**src/rtl/chd_pkg.sv**
```systemverilog
package chd_pkg;

    localparam int CHD_LFSR_W = 16;

    typedef enum logic [1:0] {
        CHD_IDLE,
        CHD_ACC,
        CHD_FIN
    } chd_state_e;

    // Fibonacci shift, taps 16,14,13,11 (maximal length)
    function automatic logic [CHD_LFSR_W-1:0] chd_lfsr_next(input logic [CHD_LFSR_W-1:0] s);
        logic fb;
        fb = s[15] ^ s[13] ^ s[12] ^ s[10];
        return {s[CHD_LFSR_W-2:0], fb};
    endfunction

endpackage

```
**src/rtl/chd_lfsr.sv**
```systemverilog
module chd_lfsr
    import chd_pkg::*;
#(
    parameter logic [CHD_LFSR_W-1:0] SEED = 16'hACE1
) (
    input  logic                  clk,
    input  logic                  rst,
    input  logic                  step,
    output logic [CHD_LFSR_W-1:0] state_o
);

    logic [CHD_LFSR_W-1:0] state_q;

    always_ff @(posedge clk) begin
        if (rst) begin
            state_q <= SEED;
        end else if (step) begin
            state_q <= chd_lfsr_next(state_q);
        end
    end

    assign state_o = state_q;

endmodule

```
**src/rtl/chd_hist.sv**
```systemverilog
module chd_hist #(
    parameter int CODE_W = 12,
    parameter int OFS_W  = 6,
    parameter int CNT_W  = 20,
    parameter int WIN    = 8
) (
    input  logic                       clk,
    input  logic                       rst,
    input  logic                       clr,
    input  logic                       en,
    input  logic [CODE_W-1:0]          code,
    input  logic                       mode,
    input  logic [CODE_W-1:0]          ref_code,
    input  logic [OFS_W-1:0]           ofs,
    output logic [CNT_W-1:0]           cnt0_o,
    output logic [WIN-1:0][CNT_W-1:0]  cnt1_o
);

    localparam int BASE_W = (CODE_W > OFS_W) ? CODE_W : OFS_W;
    localparam int TH_W   = BASE_W + $clog2(WIN) + 2;
    localparam logic [CNT_W-1:0] CNT_MAX = {CNT_W{1'b1}};

    logic [TH_W-1:0] code_w;
    logic [TH_W-1:0] base_w;

    assign code_w = TH_W'(code);
    assign base_w = TH_W'(ref_code) + TH_W'(ofs);

    logic [CNT_W-1:0] cnt0_q;

    always_ff @(posedge clk) begin
        if (rst || clr) begin
            cnt0_q <= '0;
        end else if (en && !mode && (code <= ref_code) && (cnt0_q != CNT_MAX)) begin
            cnt0_q <= cnt0_q + 1'b1;
        end
    end

    assign cnt0_o = cnt0_q;

    for (genvar k = 0; k < WIN; k++) begin : g_bin
        logic [TH_W-1:0]  thr;
        logic [CNT_W-1:0] cnt_q;

        assign thr = base_w + TH_W'(k);

        always_ff @(posedge clk) begin
            if (rst || clr) begin
                cnt_q <= '0;
            end else if (en && mode && (code_w <= thr) && (cnt_q != CNT_MAX)) begin
                cnt_q <= cnt_q + 1'b1;
            end
        end

        assign cnt1_o[k] = cnt_q;
    end

endmodule

```
**src/rtl/chd_match.sv**
```systemverilog
module chd_match #(
    parameter int OFS_W = 6,
    parameter int CNT_W = 20,
    parameter int WIN   = 8
) (
    input  logic [CNT_W-1:0]          cnt0,
    input  logic [WIN-1:0][CNT_W-1:0] cnt1,
    input  logic [OFS_W-1:0]          ofs,
    output logic signed [OFS_W+1:0]   dist_o
);

    localparam int IDX_W  = (WIN > 1) ? $clog2(WIN) : 1;
    localparam int DIST_W = OFS_W + 2;

    function automatic logic [CNT_W-1:0] absdiff(input logic [CNT_W-1:0] a,
                                                 input logic [CNT_W-1:0] b);
        return (a > b) ? (a - b) : (b - a);
    endfunction

    logic [IDX_W-1:0] best_idx;
    logic [CNT_W-1:0] best_d;
    logic [CNT_W-1:0] cur_d;

    always_comb begin
        best_idx = '0;
        best_d   = absdiff(cnt0, cnt1[0]);
        cur_d    = '0;
        for (int k = 1; k < WIN; k++) begin
            cur_d = absdiff(cnt0, cnt1[k]);
            if (cur_d < best_d) begin
                best_d   = cur_d;
                best_idx = IDX_W'(k);
            end
        end
    end

    logic [DIST_W-1:0] sum;

    assign sum    = DIST_W'(ofs) + DIST_W'(best_idx) - DIST_W'(1);
    assign dist_o = signed'(sum);

endmodule

```
**src/rtl/chd_estimator.sv**
```systemverilog
module chd_estimator
    import chd_pkg::*;
#(
    parameter int CODE_W   = 12,
    parameter int OFS_W    = 6,
    parameter int CNT_W    = 20,
    parameter int WIN      = 8,
    parameter int BUDGET_W = 16,
    parameter logic [CHD_LFSR_W-1:0] SEED = 16'hACE1
) (
    input  logic                     clk,
    input  logic                     rst,
    input  logic                     start_i,
    input  logic                     smp_valid_i,
    input  logic [CODE_W-1:0]        code_i,
    input  logic                     mode_i,
    input  logic [CODE_W-1:0]        ref_code_i,
    input  logic [OFS_W-1:0]         win_ofs_i,
    input  logic [BUDGET_W-1:0]      budget_i,
    output logic                     mode_o,
    output logic signed [OFS_W+1:0]  dist_o,
    output logic                     done_o
);

    chd_state_e            state_q;
    logic [BUDGET_W-1:0]   rem_q;
    logic [CODE_W-1:0]     ref_q;
    logic [OFS_W-1:0]      ofs_q;
    logic signed [OFS_W+1:0] dist_q;
    logic                  done_q;
    logic                  mode_q;

    logic                  cnt_en;
    logic [CNT_W-1:0]      cnt0;
    logic [WIN-1:0][CNT_W-1:0] cnt1;
    logic signed [OFS_W+1:0] dist_calc;
    logic [CHD_LFSR_W-1:0] lfsr_state;

    // ---------------- mode dither ----------------
    chd_lfsr #(.SEED(SEED)) u_lfsr (
        .clk     (clk),
        .rst     (rst),
        .step    (smp_valid_i),
        .state_o (lfsr_state)
    );

    always_ff @(posedge clk) begin
        if (rst) begin
            mode_q <= 1'b0;
        end else if (smp_valid_i) begin
            mode_q <= lfsr_state[0];
        end
    end

    // ---------------- accumulation ----------------
    assign cnt_en = (state_q == CHD_ACC) && smp_valid_i && (rem_q != '0) && !start_i;

    chd_hist #(
        .CODE_W (CODE_W),
        .OFS_W  (OFS_W),
        .CNT_W  (CNT_W),
        .WIN    (WIN)
    ) u_hist (
        .clk      (clk),
        .rst      (rst),
        .clr      (start_i),
        .en       (cnt_en),
        .code     (code_i),
        .mode     (mode_i),
        .ref_code (ref_q),
        .ofs      (ofs_q),
        .cnt0_o   (cnt0),
        .cnt1_o   (cnt1)
    );

    chd_match #(
        .OFS_W (OFS_W),
        .CNT_W (CNT_W),
        .WIN   (WIN)
    ) u_match (
        .cnt0   (cnt0),
        .cnt1   (cnt1),
        .ofs    (ofs_q),
        .dist_o (dist_calc)
    );

    // ---------------- run control ----------------
    always_ff @(posedge clk) begin
        if (rst) begin
            state_q <= CHD_IDLE;
            rem_q   <= '0;
            ref_q   <= '0;
            ofs_q   <= '0;
            dist_q  <= '0;
            done_q  <= 1'b0;
        end else if (start_i) begin
            state_q <= CHD_ACC;
            rem_q   <= budget_i;
            ref_q   <= ref_code_i;
            ofs_q   <= win_ofs_i;
            dist_q  <= '0;
            done_q  <= 1'b0;
        end else begin
            done_q <= 1'b0;
            unique case (state_q)
                CHD_ACC: begin
                    if (rem_q == '0) begin
                        state_q <= CHD_FIN;
                    end else if (cnt_en) begin
                        rem_q <= rem_q - 1'b1;
                        if (rem_q == BUDGET_W'(1)) begin
                            state_q <= CHD_FIN;
                        end
                    end
                end
                CHD_FIN: begin
                    dist_q  <= dist_calc;
                    done_q  <= 1'b1;
                    state_q <= CHD_IDLE;
                end
                default: state_q <= CHD_IDLE;
            endcase
        end
    end

    assign mode_o = mode_q;
    assign dist_o = dist_q;
    assign done_o = done_q;

endmodule

```
**config.mk**
```make
export PLATFORM = sky130hd
export DESIGN_NAME = chd_estimator
export DESIGN_NICKNAME = d
export VERILOG_FILES = /design/src/rtl/chd_pkg.sv /design/src/rtl/chd_lfsr.sv /design/src/rtl/chd_hist.sv /design/src/rtl/chd_match.sv /design/src/rtl/chd_estimator.sv
export SDC_FILE = /design/constraint.sdc
export NUM_CORES = 2
export LEC_CHECK = 0
export ABC_AREA = 1
export BUFFER_PORTS_ARGS = -buffer_cell sky130_fd_sc_hd__buf_2
export CAP_MARGIN = 20
export CORE_MARGIN = 8
export CORE_UTILIZATION = 56
export DETAILED_ROUTE_END_ITERATION = 7
export PLACE_DENSITY = 0.75
export SYNTH_ARGS = -nofsm -noshare
export SYNTH_HDL_FRONTEND = slang
export SYNTH_HIERARCHICAL = 1
export SYNTH_SLANG_ARGS = --single-unit
export TNS_END_PERCENT = 100
```
**constraint.sdc**
```tcl
create_clock -name clk -period 16.95 [get_ports clk]
set_input_delay 0.8475 -clock clk [delete_from_list [all_inputs] [get_ports clk]]
set_output_delay 0.8475 -clock clk [all_outputs]
set_load 0.01 [all_outputs]
```
After elaboration in Yosys (flattened, before gate mapping). Index checks and enable logic that the tools add are counted. Widths: inputs -> output; s select.

Register bits: 242. Word-level logic and storage cells: 165.

$add $sub $neg: 36. Magnitude comparators: 24. Equal/unequal tests: 15. Muxes and demuxes: 31. Bitwise logic cells: 4. Reduce and logical (&&, ||, !) cells: 37.

Operator list (count): $sub 20x20->20 (16); $mux 20 (14); $add 20x1->20 const B (9); $ne 20x20->1 const B (9); $gt 20x20->1 (8); $lt 20x20->1 (7); $le 12x17->1 (8); $add 17x3->17 const B (4); $mux 16 (4); $add 17x2->17 const B (2); $logic_and 1x1->1 (23); $add 17x1->17 const B (1); $eq 16x1->1 const B (1); $logic_not 16->1 (1); $reduce_bool 16->1 (1); $sub 16x1->16 const B (1); $add 12x6->13 (1); $le 12x12->1 (1); $mux 3 (4); $mux 2 (5); $ne 4x2->1 const B (2); $reduce_bool 2->1 (4); $sub 8x1->8 const B (1); $add 6x3->7 (1); other kinds (12) (19).

Depth between registers and ports, before layout.
Word-level depth: 18. Gate-level depth with buffers: 115. Mapped depth without buffers: 104.

Modules after synthesis. The synthesis kept the hierarchy.

By module, submodules not included: chd_match (times used 1, cells an instance 3144, area an instance 19098.3 um^2, sequential area each 0.0 um^2); chd_hist (times used 1, cells an instance 2415, area an instance 14978.1 um^2, sequential area each 3603.5 um^2); chd_estimator (times used 1, cells an instance 320, area an instance 2200.9 um^2, sequential area each 920.9 um^2); chd_lfsr (times used 1, cells an instance 82, area an instance 633.1 um^2, sequential area each 320.3 um^2).

Worst setup path before layout. Ideal clock, no wire load.

Path kind: flip-flop to flip-flop. Start: register u_hist.cnt0_q[1], in the netlist u_hist/cnt0_o[1]. End: register dist_q[6], in the netlist dist_o[6]. Library setup time: 65 ps. Arrival time: 15942 ps. Data required time: 16885 ps. Slack: 943 ps. Cell stages (with the launch flop): 99. Cells stage by stage: dfxtp_1 > inv_1 > ha_1 > nand3_1 > nor2_1 > nand3_1 > nand2_2 > buf_6 > clkinv_1 > nand2_1 > o221ai_1 > or3_1 > a311o_1 > xnor2_1 > ha_1 > nand4_1 > nor3_1 > nand4_1 > [63 not listed] > nor2_1 > a211oi_1 > o221ai_1 > nor2_1 > a21oi_1 > ha_1 > inv_1 > ha_1 > nand2_1 > nor2_1 > a211oi_1 > nor2_1 > nor2_1 > nor2_1 > nor2_1 > xor2_1 > nor2_1 > nor2_1.

Longest elaborated chain between the ends: 18. Elaborated cells on any way between the ends: 54.

Ends and longest elaborated chain: start: declaration (line chd_hist.sv:29) `logic [CNT_W-1:0] cnt0_q;`; start signal: assignment (line chd_hist.sv:35) `cnt0_q <= cnt0_q + 1'b1;`; $sub 20x20->20 or $gt 20x20->1 (tied branches) (line chd_match.sv:17) `return (a > b) ? (a - b) : (b - a);`; $mux 20 (line chd_match.sv:17); $lt 20x20->1 (line chd_match.sv:30) `if (cur_d < best_d) begin`; $mux 20 (line chd_match.sv:30); $lt 20x20->1 (line chd_match.sv:30); $mux 20 (line chd_match.sv:30); $lt 20x20->1 (line chd_match.sv:30); $mux 20 (line chd_match.sv:30); [3 not listed]; $mux 20 (line chd_match.sv:30); $lt 20x20->1 (line chd_match.sv:30); $mux 20 (line chd_match.sv:30); $lt 20x20->1 (line chd_match.sv:30); $mux 3 * (line chd_match.sv:30); $add 6x3->7 * (line chd_match.sv:39) `assign sum = DIST_W'(ofs) + DIST_W'(best_idx) - DIST_W'(1);`; $sub 8x1->8 * (line chd_match.sv:39); named net dist_calc[6] (line chd_estimator.sv:36) `logic signed [OFS_W+1:0] dist_calc;`; end signal: assignment (line chd_estimator.sv:117) `dist_q <= dist_calc;`; end: declaration (line chd_estimator.sv:29) `logic signed [OFS_W+1:0] dist_q;`.

The timed path passes the listed nets; every way through them passes the cells marked *. A chain may end at the register's enable or synchronous reset.

Worst setup path after layout.
Start: register u_hist.cnt0_q[18], in the netlist u_hist/cnt0_o[18]. End: register dist_q[5], in the netlist dist_o[5].

The elaborated chain is that of the path after synthesis.

==> flow_metrics.py <==
metrics = {
    "detailed_routing": {
        "wl_per_cell_um": 18.8,
        "routed_via_density": 5.82,
        "routed_wl_um": 130000,
        "vias": 40363,
        "postRouteAntennaNets": 0,
        "drt_iter0_drc": 4536,
        "drc": 0,
        "firstDrtPassIters": 7,
    },
    "critical_path": {
        "worst-setup-path-type": "reg2reg",
        "cp-end-kind": "flip-flop",
        "cpPeakStageDelay_ns": 0.46,
        "critPathLaunchType": "flip-flop",
        "cp_max_fo": 29,
        "crit_top_cell": "nand2_1",
        "cp.required_ns": 17.44,
        "arrival_ns": 16.34,
        "slowest_stage": "o21ai_0",
    },
    "global_route": {
        "antenna_found_initial": 3,
        "grt_pass1_wl_um": 201000,
        "grt_usage_pct": 33.2,
        "grt_max_degree": 73,
        "grt_overflow": 0,
        "grt_pass1_vias": 36473,
    },
    "placement": {
        "gp_congestion": 1.07,
        "port_buffers": 60,
        "dp.cells": 6860,
        "dp_hpwl_um": 101000,
    },
    "power_and_ir_drop": {
        "ir_drop_mv": 0.117,
        "p_leak_nw": 20.1,
        "powerDensity_mw_per_mm2": 85.3,
    },
    "timing": {
        "slew_viol_final": 0,
        "timing.fmax_ghz": 0.0631,
        "hold_violations": 0,
        "worst_clock_skew_ns": 0.0300,
        "period_share_pct": 93.5,
        "max_slew_margin_pct": 29.0,
        "finalSetupViolCount": 0,
        "worstMarginPinSlew_ns": 1.06,
        "min_period_ns": 15.85,
        "hold_slack_ns": 0.465,
    },
    "worst_hold_path": {
        "hp-class": "reg2reg",
    },
    "synthesis": {
        "synth_top_area_cell": "ha_1",
        "syn_area_mm2": 0.0369,
        "synthDominantCellAreaShare_pct": 19.5,
        "synth_edf_count": 0,
        "ys.flop_type": "dfxtp_1",
        "ys_seq_area_share_pct": 13.1,
        "synth_cell_types": 71,
        "synthTopCellsByArea": "ha_1 19%, nand2_1 13%, dfxtp_1 13%",
        "avgSynthCellArea_um2": 6.19,
        "yosys_register_bits": 242,
        "async_flop_share_pct": 0,
        "netlist_instances": 5961,
        "yosysWarnings": 6,
        "syn-num-nets": 6604,
    },
    "cells_and_area": {
        "final-instance-count-excl-fill": 6932,
        "areaGrowthSynthToFinish_pct": 8.23,
        "nNetsFinal": 6684,
        "utilization_pct": 61.0,
        "drive_above_1_share_pct": 6.96,
    },
    "clock_tree": {
        "tritoncts": "yes",
        "cts_buffers": 31,
        "clk_latency_ns": 0.62,
        "cts.sink_count": 242,
        "cts-root-buf": "clkbuf_16",
        "htreeDepth": 1,
        "hold_buffers": 0,
        "clk_pin_slew_ns": 0.06,
        "clock_path_buffers": 3,
    },
    "floorplan": {
        "die_h_um": 273,
        "start_util_pct": 56.3,
        "core_area_mm2": 0.0655,
        "die_area_mm2": 0.0744,
        "ios": 61,
        "rows": 94,
        "die_x_um": 273,
    },
    "flow_run": {
        "maxCapViolations": 0,
    },
    "run_status": {
        "run_status": "finished clean",
    },
}
-- critical path, delay by kind of cell, from the launching register on --
kind                     cells  cell delay (ns)
buffers and inverters       10             1.12
adder cells (fa/ha/maj)     11             3.32
XOR/XNOR                     2             0.22
flip-flops                   1             0.31
AO/OA/AOI/OAI               16             3.26
AND/OR/NAND/NOR             52             7.43
-- cell usage after synthesis (10+ instances only) --
library cell,n
a211oi_1,25
a21o_1,13
a21oi_1,474
a221oi_1,17
buf_1,18
buf_2,14
buf_4,11
buf_6,13
clkbuf_1,87
dfxtp_1,242
fa_1,18
ha_1,574
inv_1,881
inv_2,23
mux2i_1,25
nand2_1,1317
nand2_2,37
nand2_4,13
nand3_1,275
nand3_2,21
nand3b_1,11
nand4_1,177
nor2_1,651
nor2_2,22
nor3_1,98
nor4_1,34
o2111ai_1,12
o211ai_1,29
o21a_1,20
o21ai_0,415
o21ai_1,11
o21bai_1,13
o221ai_1,24
o31ai_1,10
xnor2_1,95
xor2_1,157
-- path summary, 6_finish.rpt --
path / from / to / slack (ns) / depth (start not counted)
worst max register to register: u_hist/cnt0_o[18] / dist_o[5] / 1.10 / 91
worst min register to register: u_lfsr/state_o[4] / u_lfsr/state_o[5] / 0.47 / 2
worst max-delay path: u_hist/cnt0_o[18] / dist_o[5] / 1.10 / 91
worst min-delay path: u_lfsr/state_o[4] / u_lfsr/state_o[5] / 0.47 / 2
-- power breakdown --
group | internal, mW | leakage (nW) | switching, mW | total [mW]
Sequential | 0.579 | 1.96 | 0.00990 | 0.589
Combinational | 0.700 | 17.6 | 1.39 | 2.09
Clock | 0.443 | 0.533 | 0.281 | 0.724
-- cells by family (layout without fill, tap and decap cells) --
kind of cell	after synthesis	count (layout)	share of synthesized area, %
other cells	0	3	0
mux	27	27	0.739
compound gates	1111	1111	16.8
flops	242	242	13.1
fa+ha+maj	592	592	20.4
buf+inv	1052	1153	11.2
simple gates	2685	2688	31.7
xor+xnor	252	252	5.98
-- layer usage --
metal | share of wire, % | GRT usage (%)
met1 | 43 | 44.3
met2 | 43 | 51.7
met4 | 5.2 | 15.3
met3 | 9.5 | 5.74
met5 | 0.022 | 0
-- area by class of cell --
cell class,instances,area (um^2)
inverter,908,3420
fill,6491,25600
clock buffer,42,857
clock inverter,15,238
sequential,242,4840
multi-input combinational,4670,28200
tap,864,1080
antenna,3,7.51
timing repair buffer,188,1260
-- per-stage QoR --
stage | total power, mW | setup TNS [ns] | setup slack, ns | area, um^2
global route | 3.69 | -0.114 | -0.0897 | 39900
finish | 3.41 | 0 | 1.10 | 39900
global placement | 2.43 | 0 | 0.0382 | 38500
detailed placement | 2.44 | -0.265 | -0.132 | 38500
CTS | 3.18 | 0 | 0.160 | 39600
floorplan | 2.00 | 0 | 0.943 | 36900
-- repair_timing --
action | CTS | global route
setup buffers | 0 | 8
gates cloned | 0 | 3
resized for setup | 3 | 63
endpoints found under the setup margin | 3 | 8
pin swaps | 0 | 12
-- flip-flops by register name, summed over array words and instances (netlist names) --
signal              cells
u_hist/g_bin.cnt_q    160
u_hist/cnt0_o          20
rem_q                  16
u_lfsr/state_o         16
ref_q                  12
dist_o                  8
ofs_q                   6
state_q                 2
done_o                  1
mode_o                  1
-- cells in the final DEF (no fill, tap or decap), types with 31 or more instances in the layout --
master     Yosys  final
o21ai_1       11     34
xnor2_1       95     95
nor2_1       651    647
nand2_2       37     34
dfxtp_1      242    242
buf_2         14     60
nand3_1      275    275
ha_1         574    572
nand4_1      177    177
buf_4         11    126
nor3_1        98     95
inv_1        881    879
clkbuf_16      0     31
nand2_1     1317   1316
a21oi_1      474    470
o21ai_0      415    391
nor4_1        34     32
xor2_1       157    157
Power figures use the tool's default switching activity.
